$ cat src/rtl/wbb_pkg.sv
package wbb_pkg;
  typedef enum logic [1:0] {
    OWN_IDLE = 2'd0,
    OWN_FILL = 2'd1,
    OWN_WB   = 2'd2
  } bus_own_e;
endpackage

$ cat src/rtl/wbb_line.sv
// Line store with full / waiting-for-fill flags.
module wbb_line #(
  parameter int LINE_AW = 28,
  parameter int WORD_W  = 32,
  parameter int WORDS   = 4,
  localparam int LINE_W = WORD_W * WORDS
) (
  input  logic               clk,
  input  logic               rst_n,
  input  logic               load_i,
  input  logic [LINE_AW-1:0] line_addr_i,
  input  logic [LINE_W-1:0]  line_data_i,
  input  logic               fill_done_i,
  input  logic               last_ack_i,
  output logic               full_o,
  output logic               pend_o,
  output logic [LINE_AW-1:0] addr_o,
  output logic [LINE_W-1:0]  data_o
);
  logic take;
  assign take = load_i && !full_o;

  always_ff @(posedge clk) begin
    if (!rst_n) begin
      full_o <= 1'b0;
      pend_o <= 1'b0;
      addr_o <= '0;
      data_o <= '0;
    end else begin
      if (take) begin
        full_o <= 1'b1;
        pend_o <= 1'b1;
        addr_o <= line_addr_i;
        data_o <= line_data_i;
      end else begin
        if (fill_done_i && pend_o) pend_o <= 1'b0;
        if (last_ack_i) full_o <= 1'b0;
      end
    end
  end

  AST_PEND_IMPLIES_FULL: assert property (@(posedge clk) disable iff (!rst_n)
    pend_o |-> full_o);
  AST_HELD_LINE_STABLE: assert property (@(posedge clk) disable iff (!rst_n)
    (full_o && $past(full_o) && !$past(take)) |-> ($stable(addr_o) && $stable(data_o)));
  AST_LOAD_SETS_FULL: assert property (@(posedge clk) disable iff (!rst_n)
    take |=> (full_o && pend_o));
endmodule

$ cat src/rtl/wbb_beat.sv
// Longword index counter for the drain sequence.
module wbb_beat #(
  parameter int WORDS = 4,
  localparam int IDX_W = $clog2(WORDS)
) (
  input  logic             clk,
  input  logic             rst_n,
  input  logic             adv_i,
  output logic [IDX_W-1:0] idx_o,
  output logic             last_o
);
  localparam logic [IDX_W-1:0] LAST_IDX = IDX_W'(WORDS - 1);

  assign last_o = (idx_o == LAST_IDX);

  always_ff @(posedge clk) begin
    if (!rst_n) idx_o <= '0;
    else if (adv_i) idx_o <= last_o ? '0 : idx_o + 1'b1;
  end

  AST_IDX_STEP: assert property (@(posedge clk) disable iff (!rst_n)
    (adv_i && !last_o) |=> (idx_o == $past(idx_o) + 1'b1));
  AST_IDX_WRAP: assert property (@(posedge clk) disable iff (!rst_n)
    (adv_i && last_o) |=> (idx_o == '0));
endmodule

$ cat src/rtl/wbb_arb.sv
// Fixed-priority bus owner: fill beats write-back, a granted write beat runs to its ack.
module wbb_arb (
  input  logic clk,
  input  logic rst_n,
  input  logic fill_req_i,
  input  logic wb_want_i,
  input  logic mem_ack_i,
  output logic fill_gnt_o,
  output logic wb_gnt_o
);
  import wbb_pkg::*;

  bus_own_e own_q, own_d;

  always_comb begin
    own_d = own_q;
    unique case (own_q)
      OWN_IDLE: begin
        if (fill_req_i)     own_d = OWN_FILL;
        else if (wb_want_i) own_d = OWN_WB;
      end
      OWN_FILL: if (!fill_req_i) own_d = OWN_IDLE;
      OWN_WB:   if (mem_ack_i)   own_d = OWN_IDLE;
      default:  own_d = OWN_IDLE;
    endcase
  end

  always_ff @(posedge clk) begin
    if (!rst_n) own_q <= OWN_IDLE;
    else        own_q <= own_d;
  end

  assign fill_gnt_o = (own_q == OWN_FILL);
  assign wb_gnt_o   = (own_q == OWN_WB);

  AST_ONE_OWNER: assert property (@(posedge clk) disable iff (!rst_n)
    $onehot0({fill_gnt_o, wb_gnt_o}));
  AST_FILL_FIRST: assert property (@(posedge clk) disable iff (!rst_n)
    (!fill_gnt_o && !wb_gnt_o && fill_req_i) |=> fill_gnt_o);
  AST_BEAT_HELD: assert property (@(posedge clk) disable iff (!rst_n)
    (wb_gnt_o && !mem_ack_i) |=> wb_gnt_o);
endmodule

$ cat src/rtl/wbb_top.sv
module wbb_top #(
  parameter int ADDR_W = 32,
  parameter int WORD_W = 32,
  parameter int WORDS  = 4,
  localparam int LINE_W   = WORD_W * WORDS,
  localparam int BYTE_OFF = $clog2(WORD_W / 8),
  localparam int IDX_W    = $clog2(WORDS),
  localparam int LINE_AW  = ADDR_W - BYTE_OFF - IDX_W
) (
  input  logic               clk,
  input  logic               rst_n,
  input  logic               evict_valid,
  input  logic [LINE_AW-1:0] evict_line,
  input  logic [LINE_W-1:0]  evict_data,
  output logic               evict_busy,
  input  logic               fill_done,
  input  logic               fill_req,
  input  logic [ADDR_W-1:0]  fill_addr,
  output logic               fill_gnt,
  output logic               mem_req,
  output logic               mem_we,
  output logic [ADDR_W-1:0]  mem_addr,
  output logic [WORD_W-1:0]  mem_wdata,
  input  logic               mem_ack
);
  // Address of longword idx within a line.
  function automatic logic [ADDR_W-1:0] beat_addr(input logic [LINE_AW-1:0] line,
                                                  input logic [IDX_W-1:0] idx);
    return {line, idx, {BYTE_OFF{1'b0}}};
  endfunction

  logic               full, pend, wb_gnt, wb_want, wb_ack, last_beat, last_ack;
  logic [IDX_W-1:0]   idx;
  logic [LINE_AW-1:0] held_line;
  logic [LINE_W-1:0]  held_data;
  logic [WORD_W-1:0]  lw [WORDS];

  for (genvar k = 0; k < WORDS; k++) begin : g_lw
    assign lw[k] = held_data[k*WORD_W +: WORD_W];
  end

  assign wb_want  = full && !pend;
  assign wb_ack   = wb_gnt && mem_ack;
  assign last_ack = wb_ack && last_beat;

  wbb_line #(.LINE_AW(LINE_AW), .WORD_W(WORD_W), .WORDS(WORDS)) u_line (
    .clk(clk), .rst_n(rst_n), .load_i(evict_valid), .line_addr_i(evict_line),
    .line_data_i(evict_data), .fill_done_i(fill_done), .last_ack_i(last_ack),
    .full_o(full), .pend_o(pend), .addr_o(held_line), .data_o(held_data)
  );

  wbb_beat #(.WORDS(WORDS)) u_beat (
    .clk(clk), .rst_n(rst_n), .adv_i(wb_ack), .idx_o(idx), .last_o(last_beat)
  );

  wbb_arb u_arb (
    .clk(clk), .rst_n(rst_n), .fill_req_i(fill_req), .wb_want_i(wb_want),
    .mem_ack_i(mem_ack), .fill_gnt_o(fill_gnt), .wb_gnt_o(wb_gnt)
  );

  assign evict_busy = full;
  assign mem_req    = wb_gnt || (fill_gnt && fill_req);
  assign mem_we     = wb_gnt;
  assign mem_addr   = wb_gnt ? beat_addr(held_line, idx) : fill_addr;
  assign mem_wdata  = wb_gnt ? lw[idx] : '0;

  AST_NO_EARLY_WRITE: assert property (@(posedge clk) disable iff (!rst_n)
    pend |-> !mem_we);
  AST_WRITE_STABLE: assert property (@(posedge clk) disable iff (!rst_n)
    (mem_we && !mem_ack) |=> (mem_we && $stable(mem_addr) && $stable(mem_wdata)));
  AST_BUSY_UNTIL_LAST: assert property (@(posedge clk) disable iff (!rst_n)
    (evict_busy && !last_ack) |=> evict_busy);
  AST_BUSY_DROPS: assert property (@(posedge clk) disable iff (!rst_n)
    last_ack |=> !evict_busy);
  AST_FILL_IS_READ: assert property (@(posedge clk) disable iff (!rst_n)
    fill_gnt |-> (!mem_we && mem_addr == fill_addr));
  AST_WRITE_NEEDS_LINE: assert property (@(posedge clk) disable iff (!rst_n)
    mem_we |-> evict_busy);
endmodule

$ cat config.mk
export PLATFORM = sky130hd
export DESIGN_NAME = wbb_top
export DESIGN_NICKNAME = d
export VERILOG_FILES = /design/src/rtl/wbb_pkg.sv /design/src/rtl/wbb_line.sv /design/src/rtl/wbb_beat.sv /design/src/rtl/wbb_arb.sv /design/src/rtl/wbb_top.sv
export SDC_FILE = /design/constraint.sdc
export NUM_CORES = 1
export LEC_CHECK = 0
export BUFFER_PORTS_ARGS = -buffer_cell sky130_fd_sc_hd__buf_2
export CAP_MARGIN = 0
export CORE_MARGIN = 8
export CORE_UTILIZATION = 55
export CTS_BUF_LIST = sky130_fd_sc_hd__clkbuf_8
export DETAILED_ROUTE_END_ITERATION = 6
export PLACE_DENSITY = 0.87
export SYNTH_ARGS = -nofsm -noshare
export SYNTH_HDL_FRONTEND = slang
export SYNTH_SLANG_ARGS = --single-unit
$ cat constraint.sdc
create_clock -name clk -period 2.5 [get_ports clk]
set_input_delay 0.125 -clock clk [delete_from_list [all_inputs] [get_ports clk]]
set_output_delay 0.125 -clock clk [all_outputs]
set_load 0.005 [all_outputs]
==> impl_metrics.tcl, run 1 <==
set metrics [dict create \
    post_synth_num_cell_types 26 \
    hold_violations 0 \
    clock-sinks 162 \
    drc 0 \
    cp_max_fo 32 \
    fmax_mhz 446 \
    fin_nets 1493 \
    initial_utilization 0.562 \
    startpoint_type "flop" \
    final.setup.worst_slack_ps 257 \
    place.gp.congestion 0.808 \
    synth-seq-area-share 0.436 \
    syn-instance-count 918 \
    cts_buffer_depth 2 \
    power.switching_mw 1.44 \
    drive_gt1_frac 0.234 \
    reg2reg_depth 4 \
    yosys.area_share.xor_xnor 0 \
    r2r-start "u_line.full_o$_SDFFE_PN0P_" \
    tightest_slew_ps 817 \
    fin_area_um2 10700 \
    avgViaCountPerCell 5.40 \
    peakVddDrop_uv 421 \
    dpl_worst_slack_ps 811 \
    grt_overflow 0 \
    period_minus_slack_ps 2240 \
    power_density_nw_per_um2 529 \
    dpl-instance-area_um2 8680 \
    grt_pass1_wl_mm 41.1 \
    pwr-share-seq 0.497 \
    synth-simple-area-share 0.219 \
    status "finished, final reports clean" \
    crit_required_ps 2380 \
    synthMuxAreaShare 0.0860 \
    ff2ff_setup_slack_ps 720 \
    cts_resized 0 \
    synth-edff-count 0 \
    clk_pin_slew_ps 80 \
    drv_cap 0 \
    cts-htree-levels 4 \
    synth_compound_area_frac 0.189 \
    topRoutingLayerUsed "met4" \
    port_buffers 261 \
    dp_hpwl_mm 14.7 \
    drt-met1-wl_mm 9.66 \
    tritoncts "done" \
    yosysWarnings 0 \
    wl_met3_mm 1.94 \
    globalRouteTotalUtil 0.289 \
    combPwrFrac 0.164 \
    numCtsBuffers 17 \
    report.final.slew_viol_count 0 \
    grt_pass1_vias 8320 \
    dr.first_iter.drc_count 608 \
    wl_per_cell_um 17.7 \
    insertion_delay_ps 450 \
    dieArea_um2 17500 \
    antenna_found_initial 4 \
    endpoint "mem_wdata[22]" \
    first_pass_iters 7 \
    arrival_ps 2120 \
    yosysTopAreaCellShare 0.436 \
    setup_violations 0 \
    dr_wl_met2_mm 13.5 \
    finalSetupTns_ps 0 \
    p_leak_nw 4.55 \
    async_flop_share 0 \
    syn-num-nets 1113 \
    critPathLaunch "u_arb.own_q[1]$_SDFFE_PN0P_" \
    swShare 0.255 \
    ioPinCount 262 \
    end_kind "primary output" \
    post-route-period-util 0.897 \
    fp.dieH_um 132 \
    slew_headroom 0.455 \
    die-width_um 132 \
    reg2reg_to "u_line.data_o[79]$_SDFFE_PN0P_" \
    std_cell_rows 42 \
    ant_nets 0 \
    rsz0062_at_grt "false" \
    clkPwrFrac 0.339 \
    synth_fa_ha_area_frac 0.00168 \
    p_int_mw 4.21 \
    routed_wl_mm 26.4 \
    power_mw 5.65 \
    grt_max_degree 61 \
    syn_to_final_growth_pct 43.3 \
    avgSynthCellArea_um2 8.11 \
    vias 8057 \
    core_um2 13200 \
    clock-root-buffer "clkbuf_8" \
    skew_ps 9.20 \
    synth_top_family_by_area "simple AND/OR/NAND/NOR gates" \
    syn-cell-area_um2 7450 \
    hold_class "in -> reg" \
    synth.largest_area_cell "dfxtp_1" \
    worstSetupPathType "reg -> out" \
    ys_top_cells_by_area "dfxtp_1 44%, nand2_1 20%, a21boi_0 16%" \
    ys_ff_latch 162 \
    synth-main-ff-cell "dfxtp_1" \
]
-- cells in the final DEF (no fill, tap or decap), drive strengths merged --
| cell | instances |
|---|---|
| nor3b | 1 |
| nor4b | 1 |
| nand2b | 4 |
| nor2 | 3 |
| a21oi | 1 |
| mux2i | 64 |
| diode | 4 |
| a31oi | 1 |
| nand4 | 2 |
| and2 | 2 |
| buf | 275 |
| clkinv | 2 |
| dlygate4sd3 | 159 |
| and2b | 1 |
| o21ai | 3 |
| nor2b | 1 |
| clkbuf | 22 |
| bufinv | 2 |
| inv | 8 |
| dfxtp | 162 |
| a21boi | 157 |
| o22ai | 32 |
| ha | 1 |
| nand2 | 407 |
-- worst min path at each step --
stage | start | endpoint | depth (start not counted)
finish | evict_valid | u_line.full_o$_SDFFE_PN0P_ | 3
global route | evict_valid | u_line.full_o$_SDFFE_PN0P_ | 3
CTS | evict_valid | u_line.full_o$_SDFFE_PN0P_ | 3
detailed placement | evict_line[25] | u_line.addr_o[25]$_SDFFE_PN0P_ | 3
global placement | evict_data[46] | u_line.data_o[46]$_SDFFE_PN0P_ | 3
floorplan | fill_req | u_arb.own_q[0]$_SDFFE_PN0P_ | 2
-- cells by family (layout without fill, tap and decap cells) --
| kind of cell | Yosys count | after routing |
|---|---|---|
| buf+inv | 75 | 468 |
| flops | 162 | 162 |
| compound gates | 194 | 194 |
| fa+ha+maj | 1 | 1 |
| simple gates | 422 | 422 |
| mux | 64 | 64 |
| other cells | 0 | 4 |
-- layout make-up --
type / count / area, um2
Fill cell: 772 / 2570
Clock inverter: 10 / 92.6
Tap cell: 176 / 220
Clock buffer: 22 / 303
Inverter: 2 / 10.0
Timing Repair Buffer: 434 / 3090
Multi-Input combinational cell: 681 / 3700
Sequential cell: 162 / 3250
Antenna cell: 4 / 10.0
-- cell usage after synthesis, types with 3 or more instances --
cell      count
nand2_1     406
mux2i_1      64
nor2_1        3
clkbuf_1     19
buf_4        19
buf_2        14
buf_6        19
o22ai_1      32
dfxtp_1     162
nand2b_1      3
a21boi_0    157
o21ai_0       3
-- metrics by stage --
step           hold WS (ps)   util  cells
6_report               59.8  0.806   1491
2_1_floorplan           239      -    918
4_1_cts                37.9  0.805   1487
3_3_place_gp            374  0.655   1296
5_1_grt                83.1  0.806   1491
3_5_place_dp            382  0.655   1296
-- flip-flops by register name, summed over array words and instances (netlist names) --
signal / flops
u_line.pend_o: 1
u_arb.own_q: 2
u_line.addr_o: 28
u_beat.idx_o: 2
u_line.data_o: 128
u_line.full_o: 1
-- layer usage --
metal	vias to the layer above	track usage
li1	3765	-
met2	463	0.511
met4	0	0.179
met3	115	0.0709
met1	3714	0.302
met5	-	0
-- power by group through the flow --
stage                     Clock [mW]  Sequential [mW]  Combinational (mW)
after detailed placement           0             2.86               0.682
after CTS                       1.92             2.80               0.883
after floorplan                    0             2.84               0.432
final                           1.91             2.81               0.925
after global routing            2.06             2.82                1.00
after global placement             0             2.86               0.668
-- worst max-delay path: stages, from the launching register on --
cell	delay [ps]
dfxtp_1	400
nand2b_1	130
inv_4	100
nand2b_2	450
o22ai_1	390
buf_2	190
-- what timing repair did --
item                                   in CTS  in global routing
hold buffers                              159                  0
endpoints found under the hold margin     160                  0
buffers inserted                            0                  0
Note: power is estimated with default switching activity, not from simulation.
==> run 2: changes to the inputs <==
--- a/config.mk
+++ b/config.mk
@@ -7,7 +7,7 @@
 export LEC_CHECK = 0
 export BUFFER_PORTS_ARGS = -buffer_cell sky130_fd_sc_hd__buf_2
 export CAP_MARGIN = 0
-export CORE_MARGIN = 8
+export CORE_MARGIN = 1.5
 export CORE_UTILIZATION = 55
 export CTS_BUF_LIST = sky130_fd_sc_hd__clkbuf_8
 export DETAILED_ROUTE_END_ITERATION = 6
==> impl_metrics.tcl, run 2 (synthesized netlist as in run 1, its figures left out) <==
set metrics [dict create \
    status "finished, final reports clean" \
    fin_area_um2 10700 \
    port_buffers 261 \
    critPathLaunch "u_arb.own_q[1]$_SDFFE_PN0P_" \
    reg2reg_to "u_line.data_o[108]$_SDFFE_PN0P_" \
    dieArea_um2 14200 \
    min_path_cells 3 \
    swShare 0.254 \
    clkPwrFrac 0.383 \
    path_cells "nand2b_1 -> inv_4 -> nand2_4 -> o22ai_1 -> buf_2" \
    r2r-start "u_line.full_o$_SDFFE_PN0P_" \
    routed_wl_mm 25.6 \
    drive_gt1_frac 0.238 \
    slew_headroom 0.565 \
    holdPathEnd "u_line.full_o$_SDFFE_PN0P_" \
    dp_hpwl_mm 13.1 \
    vias 8182 \
    power_density_nw_per_um2 565 \
    avgViaCountPerCell 5.51 \
    fin_nets 1491 \
    final_cell_mix "406 x nand2_1, 260 x buf_2, 161 x dfxtp_1" \
    worstSetupPathType "reg -> out" \
    top_regs "u_line.data_o: 128 flops, u_line.addr_o: 28 flops" \
    cpPeakStageDelay_ps 410 \
    grt_max_degree 72 \
    syn_to_final_growth_pct 43.9 \
    startpoint_type "flop" \
    crit_required_ps 2380 \
    cts-htree-levels 4 \
    reg2reg_depth 4 \
    std_cell_rows 42 \
    final.setup.worst_slack_ps 96.6 \
    top_register "u_line.data_o" \
    setup_violations 0 \
    layout.cells.non_filler 1486 \
    ioPinCount 262 \
    cts_buffer_depth 2 \
    path_buf_inv 2 \
    fp.dieH_um 119 \
    skew_ps 8.44 \
    die-width_um 119 \
    clock-root-buffer "clkbuf_8" \
    end_kind "primary output" \
    worst_path_max_delay_cell "dfxtp_1" \
    pwr-share-seq 0.464 \
    drv_cap 0 \
    period_minus_slack_ps 2400 \
    finalSetupTns_ps 0 \
    combPwrFrac 0.154 \
    ff2ff_setup_slack_ps 700 \
    globalRouteTotalUtil 0.355 \
    grt_overflow 0 \
    fmax_mhz 416 \
    dpl-instance-area_um2 8640 \
    peakVddDrop_uv 383 \
    largest_reg_flops 128 \
    cp_max_fo 34 \
    p_leak_nw 4.54 \
    report.final.slew_viol_count 0 \
    drc 0 \
    dr.first_iter.drc_count 713 \
    tightest_slew_ps 653 \
    place.gp.congestion 0.802 \
    hold_start "evict_valid" \
    power.switching_mw 1.53 \
    numCtsBuffers 17 \
    core_um2 13200 \
    grt_pass1_wl_mm 39.7 \
    clock-sinks 162 \
    place_inst 1294 \
    dpl_worst_slack_ps 530 \
    hold_ws_ps 43.9 \
    initial_utilization 0.562 \
    crit_family "simple AND/OR/NAND/NOR gates" \
    p_int_mw 4.52 \
    antenna_found_initial 1 \
    grt_pass1_vias 8370 \
    clk_pin_slew_ps 90 \
    hold_class "in -> reg" \
    tritoncts "done" \
    mostFrequentLayoutCell "nand2_1" \
    hold_violations 0 \
    power_mw 6.05 \
    rsz0062_at_grt "false" \
    finish.utilization 0.809 \
    insertion_delay_ps 470 \
    wl_per_cell_um 17.2 \
    ant_nets 0 \
    post-route-period-util 0.961 \
    arrival_ps 2280 \
    first_pass_iters 5 \
]
==> run 2: area by class of cell <==
class / instances / area (um2)
Clock inverter: 14 / 235
Fill cell: 783 / 2520
Antenna cell: 1 / 2.50
Inverter: 2 / 10.0
Sequential cell: 162 / 3250
Multi-Input combinational cell: 681 / 3700
Tap cell: 176 / 220
Timing Repair Buffer: 432 / 3050
Clock buffer: 18 / 248
==> run 2: repair_timing <==
action | in CTS | in global routing
buffers inserted | 0 | 0
gates resized for setup | 0 | 1
hold buffers | 159 | 0
hold endpoints to repair | 160 | 0
setup endpoints to repair | 0 | 32
==> run 2: worst max-delay path by stage <==
| stage | slack, ps | end | cells after the start |
|---|---|---|---|
| 2_1_floorplan | 1320 | mem_wdata[0] | 5 |
| 3_3_place_gp | 610 | mem_wdata[23] | 5 |
| 3_5_place_dp | 530 | mem_wdata[4] | 5 |
| 4_1_cts | 7 | mem_wdata[4] | 5 |
| 5_1_grt | 40 | mem_wdata[13] | 5 |
| 6_report | 100 | mem_wdata[16] | 5 |
==> run 2: power groups by stage <==
stage	registers [mW]	clock network [mW]	logic [mW]
after floorplan	2.84	0	0.432
after global placement	2.85	0	0.667
after detailed placement	2.86	0	0.682
after CTS	2.80	2.31	0.882
after global routing	2.82	2.46	1.00
final	2.81	2.32	0.932
==> run 2: worst min-delay path, cell delays in order <==
cell and delay (ps):
buf_2 130, o21ai_0 150, a31oi_1 50
==> run 2: routing by layer <==
| metal | vias up | wire, um | track usage |
|---|---|---|---|
| met2 | 435 | 13100 | 0.628 |
| met5 | - | 0 | 0 |
| met3 | 137 | 1560 | 0.0761 |
| met1 | 3843 | 9580 | 0.384 |
| li1 | 3767 | - | - |
| met4 | 0 | 1360 | 0.230 |
==> run 3: changes to the inputs <==
--- a/config.mk
+++ b/config.mk
@@ -11,7 +11,7 @@
 export CORE_UTILIZATION = 55
 export CTS_BUF_LIST = sky130_fd_sc_hd__clkbuf_8
 export DETAILED_ROUTE_END_ITERATION = 6
-export PLACE_DENSITY = 0.87
+export PLACE_DENSITY_LB_ADDON = 0.08
 export SYNTH_ARGS = -nofsm -noshare
 export SYNTH_HDL_FRONTEND = slang
 export SYNTH_SLANG_ARGS = --single-unit
==> impl_metrics.tcl, run 3 (synthesized netlist as in run 1, its figures left out) <==
set metrics [dict create \
    status "finished, final reports clean" \
    p_int_mw 4.32 \
    antenna_found_initial 1 \
    startpoint_type "flop" \
    clock-root-buffer "clkbuf_8" \
    grt_overflow 0 \
    largest_reg_flops 128 \
    endpoint "mem_wdata[16]" \
    report.final.slew_viol_count 0 \
    clock-sinks 162 \
    tritoncts "done" \
    power.switching_mw 1.47 \
    avgViaCountPerCell 5.17 \
    fin_nets 1494 \
    rsz0062_at_grt "false" \
    final_cell_mix "406 x nand2_1, 260 x buf_2, 161 x dfxtp_1" \
    pwr-share-seq 0.486 \
    core_um2 13200 \
    port_buffers 261 \
    tightest_slew_ps 797 \
    drv_cap 0 \
    finalSetupTns_ps 0 \
    place.gp.congestion 0.879 \
    critPathLaunch "u_beat.idx_o[0]$_SDFFE_PN0P_" \
    end_kind "primary output" \
    cp_max_fo 27 \
    numCtsBuffers 17 \
    r2r-start "u_line.full_o$_SDFFE_PN0P_" \
    arrival_ps 2100 \
    die-width_um 119 \
    grt_max_degree 108 \
    syn_to_final_growth_pct 43.5 \
    cts_buffer_depth 2 \
    drive_gt1_frac 0.239 \
    dp_hpwl_mm 13.4 \
    top_regs "u_line.data_o: 128 flops, u_line.addr_o: 28 flops" \
    top_register "u_line.data_o" \
    hold_buffers 159 \
    ff2ff_setup_slack_ps 840 \
    insertion_delay_ps 460 \
    combPwrFrac 0.155 \
    clkPwrFrac 0.360 \
    initial_utilization 0.562 \
    globalRouteTotalUtil 0.319 \
    swShare 0.254 \
    crit_required_ps 2380 \
    skew_ps 9.07 \
    post_cts_buffers 0 \
    peakVddDrop_uv 443 \
    post-route-period-util 0.892 \
    mostFrequentLayoutCell "nand2_1" \
    grt_pass1_vias 7449 \
    dieArea_um2 14200 \
    ant_nets 0 \
    std_cell_rows 42 \
    wl_per_cell_um 15.3 \
    hold_class "in -> reg" \
    slew_headroom 0.469 \
    grt_pass1_wl_mm 36.3 \
    fmax_mhz 449 \
    fp.dieH_um 119 \
    cts_resized 0 \
    reg2reg_depth 4 \
    routed_wl_mm 22.8 \
    ioPinCount 262 \
    power_density_nw_per_um2 542 \
    drc 0 \
    period_minus_slack_ps 2230 \
    hold_violations 0 \
    reg2reg_to "u_line.addr_o[18]$_SDFFE_PN0P_" \
    worstSetupPathType "reg -> out" \
    first_pass_iters 5 \
    setup_violations 0 \
    vias 7691 \
    cts-htree-levels 4 \
    p_leak_nw 4.54 \
    dr.first_iter.drc_count 678 \
    clk_pin_slew_ps 80 \
    finish.utilization 0.807 \
]
## run 3: per-stage QoR
stage | std cells | power [mW] | cell area (um2) | hold WS (ps) | setup WS, ps
after floorplan | 918 | 3.27 | 7450 | 239 | 1320
after global placement | 1297 | 3.53 | 8660 | 374 | 851
after detailed placement | 1297 | 3.54 | 8660 | 382 | 827
after CTS | 1488 | 5.78 | 10700 | 39.6 | 325
after global routing | 1488 | 6.03 | 10700 | 96.1 | 188
final | 1489 | 5.79 | 10700 | 52.5 | 271
## run 3: power by group through the flow
stage | Combinational [mW] | Sequential [mW] | Clock [mW]
finish | 0.895 | 2.81 | 2.08
global route | 0.980 | 2.83 | 2.22
CTS | 0.868 | 2.81 | 2.10
detailed placement | 0.671 | 2.87 | 0
global placement | 0.660 | 2.87 | 0
floorplan | 0.432 | 2.84 | 0
## run 3: layout make-up
type	count	area [um2]
clock inverter	14	186
timing repair buffer	435	3080
sequential	162	3250
tap	176	220
multi-input combinational	681	3700
inverter	2	10.0
fill	876	2560
clock buffer	18	248
antenna	1	2.50
## run 3: worst min path at each step
| stage | start | to | slack [ps] | cells after the start |
|---|---|---|---|---|
| floorplan | fill_req | u_arb.own_q[0]$_SDFFE_PN0P_ | 240 | 2 |
| global placement | evict_data[52] | u_line.data_o[52]$_SDFFE_PN0P_ | 370 | 3 |
| detailed placement | evict_line[11] | u_line.addr_o[11]$_SDFFE_PN0P_ | 380 | 3 |
| CTS | evict_valid | u_line.full_o$_SDFFE_PN0P_ | 40 | 3 |
| global route | evict_valid | u_line.full_o$_SDFFE_PN0P_ | 100 | 3 |
| finish | evict_valid | u_line.full_o$_SDFFE_PN0P_ | 50 | 3 |
## run 3: routing by layer
| layer | part of all wire | up-vias | GRT usage |
|---|---|---|---|
| met5 | 0 | - | 0 |
| met4 | 0.021 | 0 | 0.0923 |
| met3 | 0.067 | 47 | 0.0886 |
| met2 | 0.49 | 298 | 0.549 |
| met1 | 0.43 | 3576 | 0.391 |
| li1 | - | 3770 | - |
## run 3: critical path: stages (launching register included)
cell and delay [ps]:
dfxtp_4 710, buf_12 280, mux2i_1 340, o22ai_1 140, buf_2 180
